--- src/rtl/cpb_pkg.sv ---
`timescale 1ns/1ps
package cpb_pkg;
    // Byte offsets decoded by the register slice
    localparam int OFF_COUNT  = 'h08;
    localparam int OFF_STATUS = 'h0C;

    // Status bit positions
    localparam int STAT_DONE_BIT = 0;
    localparam int STAT_BUSY_BIT = 1;

    typedef enum logic [1:0] {
        PH_IDLE = 2'd0,
        PH_HIGH = 2'd1,
        PH_LOW  = 2'd2
    } phase_e;
endpackage

--- src/rtl/cpb_regif.sv ---
`timescale 1ns/1ps
module cpb_regif #(
    parameter int ADDR_W = 8,
    parameter int DATA_W = 32,
    parameter int CNT_W  = 12
) (
    input  logic              clk,
    input  logic              rst_n,
    input  logic              sel_i,
    input  logic              wr_i,
    input  logic [ADDR_W-1:0] addr_i,
    input  logic [DATA_W-1:0] wdata_i,
    input  logic              busy_i,
    input  logic              done_i,
    output logic              start_o,
    output logic [CNT_W-1:0]  start_cnt_o,
    output logic              clr_o,
    output logic [DATA_W-1:0] rdata_o
);
    import cpb_pkg::*;

    typedef struct packed {
        logic [CNT_W-1:0]  count;
        logic [DATA_W-1:0] rdata;
    } regs_t;

    regs_t cur_q, nxt_d;
    logic  hit_cnt, hit_stat;
    logic  unused_wdata_hi;

    assign unused_wdata_hi = ^wdata_i[DATA_W-1:CNT_W];

    always_comb begin
        nxt_d       = cur_q;
        start_o     = 1'b0;
        clr_o       = 1'b0;
        hit_cnt     = (addr_i == ADDR_W'(OFF_COUNT));
        hit_stat    = (addr_i == ADDR_W'(OFF_STATUS));
        start_cnt_o = wdata_i[CNT_W-1:0];
        if (sel_i && wr_i) begin
            if (hit_cnt && !busy_i) begin
                start_o     = 1'b1;
                nxt_d.count = wdata_i[CNT_W-1:0];
            end
            if (hit_stat && wdata_i[STAT_DONE_BIT]) begin
                clr_o = 1'b1;
            end
        end
        if (sel_i && !wr_i) begin
            if (hit_cnt) begin
                nxt_d.rdata = DATA_W'(cur_q.count);
            end else if (hit_stat) begin
                nxt_d.rdata = '0;
                nxt_d.rdata[STAT_DONE_BIT] = done_i;
                nxt_d.rdata[STAT_BUSY_BIT] = busy_i;
            end else begin
                nxt_d.rdata = '0;
            end
        end
    end

    always_ff @(posedge clk or negedge rst_n) begin
        if (!rst_n) begin
            cur_q <= '0;
        end else begin
            cur_q <= nxt_d;
        end
    end

    assign rdata_o = cur_q.rdata;

    // a count write during a burst leaves the stored count alone
    p_ignore_busy_r9: assert property (@(posedge clk) disable iff (!rst_n)
        (sel_i && wr_i && hit_cnt && busy_i) |=> $stable(cur_q.count));

    // a read of an unused offset returns zero
    p_unused_zero_r10: assert property (@(posedge clk) disable iff (!rst_n)
        (sel_i && !wr_i && !hit_cnt && !hit_stat) |=> (rdata_o == '0));
endmodule

--- src/rtl/cpb_pulse_gen.sv ---
`timescale 1ns/1ps
module cpb_pulse_gen #(
    parameter int CNT_W = 12,
    parameter int DIV   = 3
) (
    input  logic             clk,
    input  logic             rst_n,
    input  logic             start_i,
    input  logic [CNT_W-1:0] count_i,
    output logic             dclk_o,
    output logic             busy_o,
    output logic             finish_o
);
    import cpb_pkg::*;

    localparam int              PH_W      = (DIV > 1) ? $clog2(DIV) : 1;
    localparam logic [PH_W-1:0] TICK_LAST = PH_W'(DIV - 1);

    typedef struct packed {
        phase_e           ph;
        logic [PH_W-1:0]  tick;
        logic [CNT_W-1:0] remain;
        logic             dclk;
    } gen_t;

    gen_t cur_q, nxt_d;

    always_comb begin
        nxt_d    = cur_q;
        finish_o = 1'b0;
        unique case (cur_q.ph)
            PH_IDLE: begin
                if (start_i) begin
                    if (count_i == '0) begin
                        finish_o = 1'b1;
                    end else begin
                        nxt_d.ph     = PH_HIGH;
                        nxt_d.tick   = '0;
                        nxt_d.remain = count_i;
                        nxt_d.dclk   = 1'b1;
                    end
                end
            end
            PH_HIGH: begin
                if (cur_q.tick == TICK_LAST) begin
                    nxt_d.ph   = PH_LOW;
                    nxt_d.tick = '0;
                    nxt_d.dclk = 1'b0;
                end else begin
                    nxt_d.tick = cur_q.tick + 1'b1;
                end
            end
            PH_LOW: begin
                if (cur_q.tick == TICK_LAST) begin
                    nxt_d.tick = '0;
                    if (cur_q.remain == CNT_W'(1)) begin
                        nxt_d.ph     = PH_IDLE;
                        nxt_d.remain = '0;
                        finish_o     = 1'b1;
                    end else begin
                        nxt_d.ph     = PH_HIGH;
                        nxt_d.remain = cur_q.remain - 1'b1;
                        nxt_d.dclk   = 1'b1;
                    end
                end else begin
                    nxt_d.tick = cur_q.tick + 1'b1;
                end
            end
            default: begin
                nxt_d = '0;
            end
        endcase
    end

    always_ff @(posedge clk or negedge rst_n) begin
        if (!rst_n) begin
            cur_q <= '0;
        end else begin
            cur_q <= nxt_d;
        end
    end

    assign dclk_o = cur_q.dclk;
    assign busy_o = (cur_q.ph != PH_IDLE);

    // the pin is quiet and nothing is pending while idle
    p_idle_quiet_r3: assert property (@(posedge clk) disable iff (!rst_n)
        (cur_q.ph == PH_IDLE) |-> (!cur_q.dclk && cur_q.remain == '0));

    // the phase counter never passes the divide ratio
    p_tick_bound_r3: assert property (@(posedge clk) disable iff (!rst_n)
        cur_q.tick <= TICK_LAST);

    // a pulse stays high for more than one cycle when DIV exceeds 1
    p_high_hold_r3: assert property (@(posedge clk) disable iff (!rst_n)
        ((DIV > 1) && $rose(cur_q.dclk)) |=> cur_q.dclk);

    // completion of a nonzero burst happens only at the end of a low phase
    p_finish_in_low_r4: assert property (@(posedge clk) disable iff (!rst_n)
        (finish_o && !start_i) |-> (cur_q.ph == PH_LOW && !cur_q.dclk));

    // an active burst always has at least one pulse outstanding
    p_remain_live_r2: assert property (@(posedge clk) disable iff (!rst_n)
        (cur_q.ph != PH_IDLE) |-> (cur_q.remain != '0));
endmodule

--- src/rtl/cpb_status.sv ---
`timescale 1ns/1ps
module cpb_status (
    input  logic clk,
    input  logic rst_n,
    input  logic set_i,
    input  logic clr_i,
    output logic done_o
);
    typedef struct packed {
        logic done;
    } stat_t;

    stat_t cur_q, nxt_d;

    always_comb begin
        nxt_d = cur_q;
        if (set_i) begin
            nxt_d.done = 1'b1;
        end else if (clr_i) begin
            nxt_d.done = 1'b0;
        end
    end

    always_ff @(posedge clk or negedge rst_n) begin
        if (!rst_n) begin
            cur_q <= '0;
        end else begin
            cur_q <= nxt_d;
        end
    end

    assign done_o = cur_q.done;

    // completion always raises the flag on the next cycle
    p_set_raises_r4: assert property (@(posedge clk) disable iff (!rst_n)
        set_i |=> done_o);

    // the flag only falls on a clear request
    p_sticky_r7: assert property (@(posedge clk) disable iff (!rst_n)
        (done_o && !clr_i) |=> done_o);

    // a clear without a coincident completion drops the flag
    p_clear_r6: assert property (@(posedge clk) disable iff (!rst_n)
        (clr_i && !set_i) |=> !done_o);
endmodule

--- src/rtl/cfg_pulse_burst.sv ---
`timescale 1ns/1ps
module cfg_pulse_burst #(
    parameter int ADDR_W = 8,
    parameter int DATA_W = 32,
    parameter int CNT_W  = 12,
    parameter int DIV    = 3
) (
    input  logic              clk,
    input  logic              rst_n,
    input  logic              bus_sel,
    input  logic              bus_wr,
    input  logic [ADDR_W-1:0] bus_addr,
    input  logic [DATA_W-1:0] bus_wdata,
    output logic [DATA_W-1:0] bus_rdata,
    output logic              dclk_o
);
    logic             start;
    logic [CNT_W-1:0] start_cnt;
    logic             clr;
    logic             busy;
    logic             done;
    logic             finish;

    cpb_regif #(
        .ADDR_W(ADDR_W),
        .DATA_W(DATA_W),
        .CNT_W (CNT_W)
    ) u_regif (
        .clk        (clk),
        .rst_n      (rst_n),
        .sel_i      (bus_sel),
        .wr_i       (bus_wr),
        .addr_i     (bus_addr),
        .wdata_i    (bus_wdata),
        .busy_i     (busy),
        .done_i     (done),
        .start_o    (start),
        .start_cnt_o(start_cnt),
        .clr_o      (clr),
        .rdata_o    (bus_rdata)
    );

    cpb_pulse_gen #(
        .CNT_W(CNT_W),
        .DIV  (DIV)
    ) u_gen (
        .clk     (clk),
        .rst_n   (rst_n),
        .start_i (start),
        .count_i (start_cnt),
        .dclk_o  (dclk_o),
        .busy_o  (busy),
        .finish_o(finish)
    );

    cpb_status u_status (
        .clk   (clk),
        .rst_n (rst_n),
        .set_i (finish),
        .clr_i (clr),
        .done_o(done)
    );

    // the pin only toggles inside a burst
    p_dclk_needs_busy_r5: assert property (@(posedge clk) disable iff (!rst_n)
        dclk_o |-> busy);

    // a zero-count start completes without leaving idle
    p_zero_count_r8: assert property (@(posedge clk) disable iff (!rst_n)
        (start && start_cnt == '0) |=> (!busy && done && !dclk_o));
endmodule

--- config.mk ---
export PLATFORM = sky130hd
export DESIGN_NAME = cfg_pulse_burst
export DESIGN_NICKNAME = d
export VERILOG_FILES = /design/src/rtl/cpb_pkg.sv /design/src/rtl/cpb_regif.sv /design/src/rtl/cpb_pulse_gen.sv /design/src/rtl/cpb_status.sv /design/src/rtl/cfg_pulse_burst.sv
export SDC_FILE = /design/constraint.sdc
export NUM_CORES = 1
export LEC_CHECK = 0
export BUFFER_PORTS_ARGS = -buffer_cell sky130_fd_sc_hd__buf_2
export CAP_MARGIN = 40
export CORE_ASPECT_RATIO = 1.2
export CORE_MARGIN = 1
export CORE_UTILIZATION = 52
export CTS_CLUSTER_SIZE = 40
export DETAILED_ROUTE_END_ITERATION = 16
export GPL_TIMING_DRIVEN = 0
export PLACE_DENSITY = 0.81
export SYNTH_ARGS = -nofsm -noshare
export SYNTH_HDL_FRONTEND = slang
export SYNTH_SLANG_ARGS = --single-unit
--- constraint.sdc ---
create_clock -name clk -period 3.1 [get_ports clk]
set_input_delay 0.155 -clock clk [delete_from_list [all_inputs] [get_ports clk]]
set_output_delay 0.155 -clock clk [all_outputs]
set_load 0.02 [all_outputs]
; ---- Word level (Yosys, flattened, before mapping)
; Cells that the tools add are included.
; W data, S select, Z words.
[word_totals]
elab_cells = 62
out_inout_bits = 33
register_bits = 62
[op_classes]
addsub = 2
n_mux = 26
bitwise = 1
reduce_logical = 15
eq_ne = 11
[op_table]
columns = op, n
row1 = $pmux W12 S3, 1
row2 = $mux W17, 2
row3 = $mux W32, 1
row4 = $eq A8 B4 Y1 const B, 2
row5 = $mux W1, 13
row6 = $mux W13, 1
row7 = $eq A12 B1 Y1 const B, 1
row8 = $logic_not A12 Y1, 1
row9 = $mux W12, 1
row10 = $pmux W4 S3, 1
row11 = $sub A12 B1 Y12 const B, 1
row12 = $mux W2, 4
row13 = $reduce_and A4 Y1, 2
row14 = $ne A2 B2 Y1 const B, 3
row15 = $reduce_and A5 Y1, 1
row16 = $eq A2 B2 Y1 const B, 2
row17 = $logic_and A1 B1 Y1, 4
row18 = $ne A2 B1 Y1 const B, 2
row19 = $reduce_and A2 Y1, 2
row20 = $reduce_bool A2 Y1, 2
row21 = $pmux W1 S3, 1
row22 = $add A2 B1 Y2 const B, 1
row23 = $eq A2 B1 Y1 const B, 1
row24 = $logic_not A1 Y1, 2
row25 = 3 further kinds, 3

; ---- Longest topological paths before layout
; Gate-level depths: netlist of run 1.
[logic_depth]
ltp_word = 8
ltp_mapped = 8

; ---- By module
; A second synthesis of run 1 with hierarchy kept.
[unflattened]
cells_unflattened = 277
hier_area_um2 = 2690.1
[by_module_without_submodules]
columns = module, cells_per_inst, area_each_um2, n_inst, seq_area_each_um2
row1 = cpb_regif, 132, 1392.6, 1, 600.6
row2 = cpb_pulse_gen, 142, 1261.2, 1, 425.4
row3 = cpb_status, 3, 36.3, 1, 25.0

; ---- Worst setup path before layout of run 1
; No wires, ideal clock.
[synth_timing]
path_type = register to register
startpoint = register u_gen.cur_q[1] (netlist bit)
endpoint = register u_gen.cur_q[10] (netlist bit)
required_time_ns = 2.979
path_stages_with_launch = 6
path_buffers = 0
t_arrival_ns = 1.809
slack_ns = 1.171
synth_period_minus_slack_ns = 1.929
path_cell_list = dfrtp_1 or4_4 or4_1 xor2_1 o21ai_1 a22o_1
[synth_via]
elab_chain_cells = 4
[synth_rtl]
columns = item, line_no
row1 = start: declaration, cpb_pulse_gen.sv:26  ; gen_t cur_q, nxt_d;
row2 = start signal: assignment, cpb_pulse_gen.sv:79  ; cur_q <= nxt_d;
row3 = $sub A12 B1 Y12 or $eq A12 B1 Y1 (tied branches), "cpb_pulse_gen.sv:62, cpb_pulse_gen.sv:56"
row4 = $mux W12 (*), cpb_pulse_gen.sv:56  ; if (cur_q.remain == CNT_W'(1)) begin
row5 = $mux W13 (*), cpb_pulse_gen.sv:54  ; if (cur_q.tick == TICK_LAST) begin
row6 = $pmux W12 S3 (*), cpb_pulse_gen.sv:31  ; unique case (cur_q.ph)
; Every way passes the cells marked *; elsewhere a longest branch is shown, timed or not. The select of a mux whose other input is x is not followed.
; A chain may end at the register's enable or synchronous reset.

; ---- Worst setup path after layout of run 1
[layout_timing]
startpoint = register u_gen.cur_q[15] (netlist bit)
endpoint = register u_gen.cur_q[4] (netlist bit)
[layout_via]
elab_chain_cells = 7
[layout_rtl]
columns = item, line_no
row1 = $reduce_bool A2 Y1, cpb_pulse_gen.sv:84  ; assign busy_o = (cur_q.ph != PH_IDLE);
row2 = $logic_not A1 Y1, cpb_regif.sv:41  ; if (hit_cnt && !busy_i) begin
row3 = $logic_and A1 B1 Y1, cpb_regif.sv:41
row4 = $mux W1, cpb_regif.sv:41
row5 = $mux W1, cpb_regif.sv:40  ; if (sel_i && wr_i) begin
row6 = $ne A2 B2 Y1 (no source line), --
row7 = $reduce_and A4 Y1 (no source line), --
; Several ways; a longest one is shown, not always the timed one.

==> flow_summary.toml, run 1 <==
[status]
outcome = "complete, no violations"

[route]
drc = 0
dr.pass1.iters = 4
routedWlPerCell_um = 14.5
vias = 1929
ant_nets = 0
viasPerCell = 5.42
wirelength_mm = 5.16
drt-initial-drc-count = 169

[min_path]
min_path_cells = 2
holdPathEnd = "u_regif.cur_q[34]$_DFFE_PN0P_"
hold_class = "in2reg"
hp-start = "bus_wdata[2]"

[die]
die_y_um = 76.7
core_area_um2 = 4360
ios = 77
die_area_um2 = 4930
start_util_pct = 55.5
rows = 26
die_w_um = 64.3

[layout]
area_growth_pct = 19.1
fin_cells = 356
insertedDiodeCount = 0
final_core_util_pct = 66.1
drive_gt1_share_pct = 33.7
final_nets = 345
final_area_um2 = 2880

[sta]
period_minus_slack_ps = 2130
relSlewSlack_pct = 61.5
setup_ws_ps = 975
timing.hold.ws_ps = 117
rsz0062_at_grt = "false"
slew_violations = 0
finalHoldViolCount = 0
fin_setup_tns_ps = 0
worstMarginPinSlew_ps = 578
post-route-period-util_pct = 68.6
clock_skew_ps = 6.94
setup_viol_count_final = 0
max_freq_mhz = 471

[yosys]
ys_seq_elements = 42
yosysMostFrequentCell = "dfrtp_1"
yosysWarningCount = 0
async_flop_share_pct = 100
synth-seq-area-share_pct = 43.5
synth_cells = 236
synthFlopType = "dfrtp_1"
yosysTopAreaCell = "dfrtp_1"
syn_area_um2 = 2420
synth-edff-count = 0
yosys-top-cells-area = "dfrtp_1 43%, buf_4 9.9%, a22o_1 5.8%"
synth_top_area_share_pct = 43.5
syn_area_per_cell_um2 = 10.2
synth_commonest_cells = "42 x dfrtp_1, 32 x buf_4, 27 x nand2_1, 16 x a22o_1, 12 x mux2_2"
synth.distinct_cells = 50

[pwr]
peakVddDrop_mv = 0.417
static-leakage-power_nw = 1.48
p_total_mw = 2.04
power_density_nw_per_um2 = 709

[cts]
tritoncts = "yes"
htree_levels = 2
cts.path.max_buffers = 2
clock_latency_ps = 300
post_cts_buffers = 0
cts_resized = 0
cts_sinks = 42
clockRootBuffer = "clkbuf_8"
numCtsBuffers = 5
path_clk_slew_ps = 80
cts_hold_buf = 1

[critical_path]
r2r-start = "u_gen.cur_q[15]$_DFFE_PN0P_"
startpoint_type = "flip-flop"
worst_ep_arrival_time_ps = 2310
worstPathRequired_ps = 3280
crit_type = "reg2reg"
rr_worst_depth = 7
crit_slowest_cell = "dfrtp_1"
cp-end-kind = "flip-flop"
path_cells = "clkbuf_1 > nand4bb_1 > nor4_1 > o21ai_1 > buf_2 > a22oi_1 > nand2_1"
slowest_delay_ps = 380
r2r-end = "u_gen.cur_q[4]$_DFFE_PN0P_"
ff2ff_setup_slack_ps = 970
crit_fanout = 10

[placement]
dp_slack_ps = 1020
dp.cells = 347
routabilityCongestion = 0.849
place_hpwl_mm = 3.96
placed_cell_area_um2 = 2760
port_buffers = 35

[grt]
grt_max_degree = 24
grt_pass1_vias = 1881
grt_overflow = 0
track_usage_pct = 23.5
antenna_found_initial = 0
grt_pass1_wl_mm = 8.92

[flow_run]
drv_cap = 0
==> cell families after synthesis <==
| family | Yosys count | share of synthesized area (%) |
|---|---|---|
| multiplexers | 13 | 6.00 |
| flip-flops | 42 | 43.5 |
| buffers and inverters | 48 | 13.4 |
| XOR/XNOR | 2 | 0.724 |
| AO/OA/AOI/OAI | 57 | 18.4 |
| adder cells (fa/ha/maj) | 3 | 1.45 |
| AND/OR/NAND/NOR | 70 | 16.4 |
| other | 1 | 0.155 |
==> layout by cell type (no fill, tap or decap), types with 2 or more instances in the layout <==
master and count:
nand2b_1 4, o31ai_1 5, o21ai_1 4, nand3_1 4, a32oi_1 3, o211ai_1 2, clkinv_2 2, o311ai_0 2
nand2_1 27, o21ai_0 10, or4_4 2, dfrtp_1 42, clkbuf_1 7, nor2_1 3, ha_1 2, nor2b_1 3
or3_1 2, a22oi_1 6, nand4bb_1 2, clkbuf_8 5, or4_1 3, nor4_1 5, buf_2 36, nor3_1 4
a22o_1 16, inv_1 5, buf_4 32, mux2_2 12, and2_1 3, conb_1 20, buf_6 3
==> where the power goes <==
group          switching [mW]  internal [mW]
combinational           0.523          0.362
clock                   0.193          0.237
sequential             0.0932          0.636
==> sequential cells by signal (all words and copies together) (netlist names) <==
name	count
u_regif.cur_q	12
u_regif.rdata_o	12
u_status.done_o	1
u_gen.cur_q	16
u_gen.dclk_o	1
==> how the worst max path moves through the flow <==
stage | from | to | slack, ps
6_report | u_gen.cur_q[15]$_DFFE_PN0P_ | u_gen.cur_q[4]$_DFFE_PN0P_ | 970
5_1_grt | u_gen.cur_q[2]$_DFFE_PN0P_ | u_gen.cur_q[11]$_DFFE_PN0P_ | 870
4_1_cts | u_gen.cur_q[8]$_DFFE_PN0P_ | u_gen.cur_q[11]$_DFFE_PN0P_ | 990
3_5_place_dp | bus_addr[5] | u_gen.cur_q[4]$_DFFE_PN0P_ | 1020
3_3_place_gp | u_gen.cur_q[8]$_DFFE_PN0P_ | u_gen.cur_q[4]$_DFFE_PN0P_ | 1050
2_1_floorplan | u_gen.cur_q[1]$_DFFE_PN0P_ | u_gen.cur_q[10]$_DFFE_PN0P_ | 1170
==> final cells by class <==
type	count	area, µm²
multi-input combinational	165	1110
inverter	5	18.8
clock buffer	5	68.8
buffer	43	305
clock inverter	3	40.0
tap	56	70.1
fill	369	1480
sequential	42	1050
timing repair buffer	37	213
==> worst max-delay path, delay by kind of cell, from the launching register on <==
family                 cells  cell delay, ps
buffers and inverters      2             470
AND/OR/NAND/NOR            3             730
AO/OA/AOI/OAI              2             430
flip-flops                 1             380
==> layer usage <==
layer | wire length [µm] | track usage (%) | share of wire, % | up-vias
met4 | 79 | 9.11 | 1.5 | 0
li1 | - | - | - | 932
met5 | 0 | 0 | 0 | -
met1 | 2060 | 28.9 | 40 | 937
met2 | 2790 | 39.8 | 54 | 52
met3 | 231 | 4.91 | 4.5 | 8
(Power assumes the default switching activity.)
==> run 2: changes to the inputs <==
ABC_AREA = 1   (was unset)
clock period = 2.2 ns   (was 3.1 ns; I/O delays follow)
==> flow_summary.toml, run 2 <==
[route]
drt-initial-drc-count = 139
wirelength_mm = 5.25
viasPerCell = 4.80
vias = 2282
dr.pass1.iters = 5
routedWlPerCell_um = 11.0
ant_nets = 0
drc = 0

[yosys]
synth_commonest_cells = "120 x nand2_1, 42 x dfrtp_1, 41 x inv_1, 33 x buf_4, 29 x o21ai_0"
synth-seq-area-share_pct = 41.1
synth.distinct_cells = 28
synth_cells = 352
synth_top_area_share_pct = 41.1
yosysWarningCount = 0
yosys-top-cells-area = "dfrtp_1 41%, nand2_1 18%, buf_4 9.7%"
ys_seq_elements = 42
synth-edff-count = 0
synthFlopType = "dfrtp_1"
syn_area_um2 = 2560
async_flop_share_pct = 100
syn_area_per_cell_um2 = 7.27
yosysMostFrequentCell = "nand2_1"
yosysTopAreaCell = "dfrtp_1"

[critical_path]
ff2ff_setup_slack_ps = 630
critPathLaunch = "u_gen.cur_q[6]$_DFFE_PN0P_"
rr_worst_depth = 8
crit_type = "reg2reg"
r2r-start = "u_gen.cur_q[6]$_DFFE_PN0P_"
r2r-end = "u_gen.cur_q[15]$_DFFE_PN0P_"
startpoint_type = "flip-flop"
cp-end-kind = "flip-flop"
worst_ep_arrival_time_ps = 1750
crit_fanout = 7
worstPathRequired_ps = 2380

[cts]
path_clk_slew_ps = 80
cts.path.max_buffers = 2
numCtsBuffers = 5
clock_latency_ps = 300
cts_resized = 0
clockRootBuffer = "clkbuf_8"
cts_sinks = 42
htree_levels = 2
tritoncts = "yes"

[die]
rows = 27
die_w_um = 66.0
die_y_um = 78.8
core_area_um2 = 4660
ios = 77
start_util_pct = 54.9
die_area_um2 = 5210

[sta]
max_freq_mhz = 635
rsz0062_at_grt = "false"
post-route-period-util_pct = 71.6
clock_skew_ps = 8.78
slew_violations = 0
finalHoldViolCount = 0
setup_viol_count_final = 0
period_minus_slack_ps = 1570
fin_setup_tns_ps = 0

[layout]
regArea_um2 = 1050
nFillCells = 408
insertedDiodeCount = 0
layout_commonest_cell = "nand2_1"
largest_reg_flops = 16
area_growth_pct = 17.6
drive_gt1_share_pct = 23.0
final_cell_mix = "120 x nand2_1, 42 x dfrtp_1, 41 x inv_1, 36 x buf_2, 33 x buf_4"
final_nets = 462
top_register = "u_gen.cur_q"
multi_input_area_um2 = 1130

[pwr]
static-leakage-power_nw = 1.70
power_density_nw_per_um2 = 970
pwr-share-seq_pct = 35.3
p_total_mw = 2.92
p_int_mw = 1.64
clkPwrFrac_pct = 18.0
peakVddDrop_mv = 0.515
pwr-share-comb_pct = 46.7
swShare_pct = 43.9
switchingPower_mw = 1.28

[grt]
grt_overflow = 0
antenna_found_initial = 0
grt_pass1_vias = 2079
grt_max_degree = 26
track_usage_pct = 22.2
grt_pass1_wl_mm = 8.84

[status]
outcome = "complete, no violations"

[flow_run]
drv_cap = 0

[min_path]
min_path_cells = 2
hold_class = "in2reg"
holdPathEnd = "u_regif.cur_q[37]$_DFFE_PN0P_"
hp-start = "bus_wdata[5]"

[placement]
routabilityCongestion = 0.835
place_hpwl_mm = 4.10
port_buffers = 36
-- run 2: changes by cell type after synthesis, sizes merged, moves of 6 or more --
cell,before,now
a22oi,6,0
inv,5,45
o21ai,15,30
a22o,16,0
nand3,4,20
o22ai,0,6
mux2,12,1
nand2,27,125
nor2,3,28
-- run 2: metrics by stage --
| step | setup WS, ps | area [µm²] | hold slack, ps | cells | utilization (%) |
|---|---|---|---|---|---|
| final | 625 | 3010 | 86.6 | 475 | 64.5 |
| after global routing | 410 | 3010 | 89.8 | 475 | 64.5 |
| after CTS | 645 | 3010 | 79.4 | 475 | 64.5 |
| after detailed placement | 662 | 2900 | 78.6 | 466 | 62.3 |
| after global placement | 709 | 2880 | 294 | 465 | 61.8 |
| after floorplan | 838 | 2630 | -186 | 371 | - |
-- run 2: final cells by class --
cell class | count | share of cell area (%)
multi-input cells | 244 | 37.4
flip-flops and latches | 42 | 34.9
plain buffers | 40 | 9.36
repair buffers | 38 | 6.99
inverters | 45 | 5.70
clock buffers | 6 | 2.75
well taps | 58 | 2.41
clock inverters | 2 | 0.416
-- run 2: logic make-up after synthesis --
family,after synthesis,synth area share [%]
compound gates,42,8.75
xor+xnor,3,1.03
fa+ha+maj,2,0.978
buf+inv,85,17.7
flops,42,41.1
mux,1,0.440
other cells,1,0.147
simple gates,176,29.9
-- run 2: repair_timing --
action                    in CTS  in global routing
hold endpoints to repair      17                  0
buffers inserted               0                  0
hold buffers                   1                  0
-- run 2: worst max-delay path by stage --
stage / to / slack [ps] / cells past startpoint
floorplan: u_gen.cur_q[4]$_DFFE_PN0P_ / 840 / 11
global placement: u_gen.cur_q[15]$_DFFE_PN0P_ / 710 / 8
detailed placement: u_gen.cur_q[15]$_DFFE_PN0P_ / 660 / 8
CTS: u_gen.cur_q[15]$_DFFE_PN0P_ / 640 / 8
global route: u_gen.cur_q[15]$_DFFE_PN0P_ / 410 / 8
finish: u_gen.cur_q[15]$_DFFE_PN0P_ / 630 / 8
-- run 2: metal layers --
metal | track usage, % | vias to the layer above | wire, µm
met3 | 4.02 | 15 | 270
met4 | 8.30 | 0 | 119
li1 | - | 1167 | -
met1 | 25.5 | 1033 | 2150
met2 | 40.0 | 67 | 2700
met5 | 0 | - | 0
-- run 2: power groups by stage --
stage                     logic (mW)  registers, mW  clock network (mW)
after floorplan                 1.06           1.03                   0
after global placement          1.31           1.04                   0
after detailed placement        1.35           1.04                   0
after CTS                       1.36           1.03               0.534
after global routing            1.56           1.05               0.571
final                           1.36           1.03               0.525
-- run 2: critical path, cell delays in order (launching register included) --
cell and delay, ps:
dfrtp_1 430, nor2_1 210, nand2_1 150, nor2_1 170
nand2_1 100, nand2_2 150, nand2_1 70, nand3_1 120
o21ai_1 70
==> run 3: changes to the inputs <==
ABC_AREA = 0   (was 1)
CORE_UTILIZATION = 46   (was 52)
PLACE_DENSITY = 0.76   (was 0.81)
clock period = 1.43 ns   (was 2.2 ns; I/O delays follow)
==> flow_summary.toml, run 3 (synthesis results as in run 1) <==
[sta]
relSlewSlack_pct = 66.2
max_freq_mhz = 477
rsz0062_at_grt = "true"
clock_skew_ps = 8.26
setup_viol_count_final = 27
post-route-period-util_pct = 147
setup_ws_ps = -668
fin_setup_tns_ps = -9960
worstMarginPinSlew_ps = 507
slew_violations = 0
period_minus_slack_ps = 2100
finalHoldViolCount = 0

[status]
outcome = "finished with violations"
violations = "setup timing"

[layout]
area_growth_pct = 35.1
top_register = "u_gen.cur_q"
final_nets = 370
drive_gt1_share_pct = 47.4
insertedDiodeCount = 0
final_cell_mix = "52 x buf_4, 40 x dfrtp_1, 35 x buf_2, 26 x nand2_1, 20 x conb_1"
nFillCells = 367
largest_reg_flops = 16
final_core_util_pct = 65.2
layout_commonest_cell = "buf_4"

[critical_path]
crit_slowest_cell = "or4_4"
path_cells = "or4_4 > or4_4 > xor2_1 > o21ai_1 > a22o_1"
worstPathRequired_ps = 1660
worst_ep_arrival_time_ps = 2330
crit_type = "reg2reg"
crit_fanout = 6
cp.buffers_inverters = 0
cp-end-kind = "flip-flop"
crit_top_cell = "or4_4"
startpoint_type = "flip-flop"
slowest_delay_ps = 600
cpLargestDelayFamily = "simple AND/OR/NAND/NOR gates"

[die]
die_y_um = 81.4
core_area_um2 = 5010
ios = 77
die_area_um2 = 5550
start_util_pct = 48.3
die_w_um = 68.2
rows = 28

[route]
vias = 2090
drc = 0
ant_nets = 0
dr.pass1.iters = 5
drt-initial-drc-count = 127
viasPerCell = 5.43
routedWlPerCell_um = 15.8
wirelength_mm = 6.10

[cts]
numCtsBuffers = 5
cts_sinks = 42
tritoncts = "yes"
clock_latency_ps = 300
path_clk_slew_ps = 90
clockRootBuffer = "clkbuf_8"
cts.path.max_buffers = 2
htree_levels = 2

[pwr]
switchingPower_mw = 2.27
clkPwrFrac_pct = 15.0
peakVddDrop_mv = 0.765
swShare_pct = 42.1
power_density_nw_per_um2 = 1650
static-leakage-power_nw = 1.65
p_int_mw = 3.12
p_total_mw = 5.39
pwr-share-comb_pct = 54.9
pwr-share-seq_pct = 30.1

[grt]
grt_pass1_wl_mm = 8.74
grt_overflow = 0
grt_max_degree = 27
antenna_found_initial = 0
grt_pass1_vias = 1801
track_usage_pct = 21.3

[placement]
place_hpwl_mm = 3.82
port_buffers = 35
dp_slack_ps = -552
routabilityCongestion = 0.839

[flow_run]
drv_cap = 0

[min_path]
hold_class = "in2reg"
## run 3: cell count changes in the layout (fill, tap and decap cells not counted), sizes merged, moves of 11 or more
| cell | delta |
|---|---|
| inv | -39 |
| nand3 | -16 |
| a22o | +16 |
| nor2 | -25 |
| buf | +27 |
| o21ai | -15 |
| mux2 | +11 |
| nand2 | -98 |
## run 3: final cells by class
class,count,area [µm²],area share (%)
buffer,43,360,11.0
tap,60,75.1,2.30
timing repair buffer,62,415,12.7
sequential,42,1050,32.2
clock inverter,3,25.0,0.766
inverter,5,18.8,0.574
multi-input combinational,165,1250,38.3
clock buffer,5,68.8,2.11
## run 3: through the flow
step | hold WS, ps | area, µm² | std cells
floorplan | -224 | 2520 | 255
global placement | 250 | 2770 | 350
detailed placement | 22.9 | 2790 | 351
CTS | 34.9 | 3060 | 372
global route | 26.6 | 3270 | 385
finish | 40.8 | 3270 | 385
## run 3: power groups by stage
stage	combinational [mW]	sequential, mW	clock, mW
5_1_grt	3.17	1.65	0.878
6_report	2.96	1.62	0.811
4_1_cts	2.36	1.59	0.822
2_1_floorplan	1.56	1.57	0
3_3_place_gp	1.91	1.59	0
3_5_place_dp	1.95	1.60	0
## run 3: worst paths after layout
| check | slack, ps | cells past startpoint | startpoint | to |
|---|---|---|---|---|
| worst max-delay path | -670 | 5 | u_gen.cur_q[1]$_DFFE_PN0P_ | u_gen.cur_q[10]$_DFFE_PN0P_ |
| worst max register to register | -670 | 5 | u_gen.cur_q[1]$_DFFE_PN0P_ | u_gen.cur_q[10]$_DFFE_PN0P_ |
| worst min-delay path | 40 | 2 | bus_wdata[5] | u_regif.cur_q[37]$_DFFE_PN0P_ |
| min in group asynchronous | 220 | 2 | rst_n | u_regif.rdata_o[4]$_DFFE_PN0P_ |
| worst min register to register | 490 | 2 | u_regif.rdata_o[1]$_DFFE_PN0P_ | u_regif.rdata_o[1]$_DFFE_PN0P_ |
| max in group asynchronous | 730 | 3 | rst_n | u_gen.cur_q[8]$_DFFE_PN0P_ |
## run 3: metal layers
metal  wire length (µm)  vias to the layer above  global-route usage, %
met5                  0                        -                      0
met4                125                        0                   9.58
met3                290                       12                   3.33
met2               3300                       87                   36.5
met1               2380                     1009                   25.7
li1                   -                      982                      -
## run 3: what timing repair did
action                     CTS  global route
resized for setup           23            29
cloned                       2             1
setup endpoints to repair   26            27
buffers inserted            10            12
hold buffers                 1             0
hold endpoints to repair    16             0
pin swaps                   13            18
## run 3: worst reg2reg max path: cells and delay by family, from the launching register on
| kind | cells | cell delay [ps] |
|---|---|---|
| xor gates and xnor gates | 1 | 160 |
| DFF | 1 | 460 |
| AOI/OAI and AO/OA | 2 | 370 |
| and+or+nand+nor | 2 | 1040 |
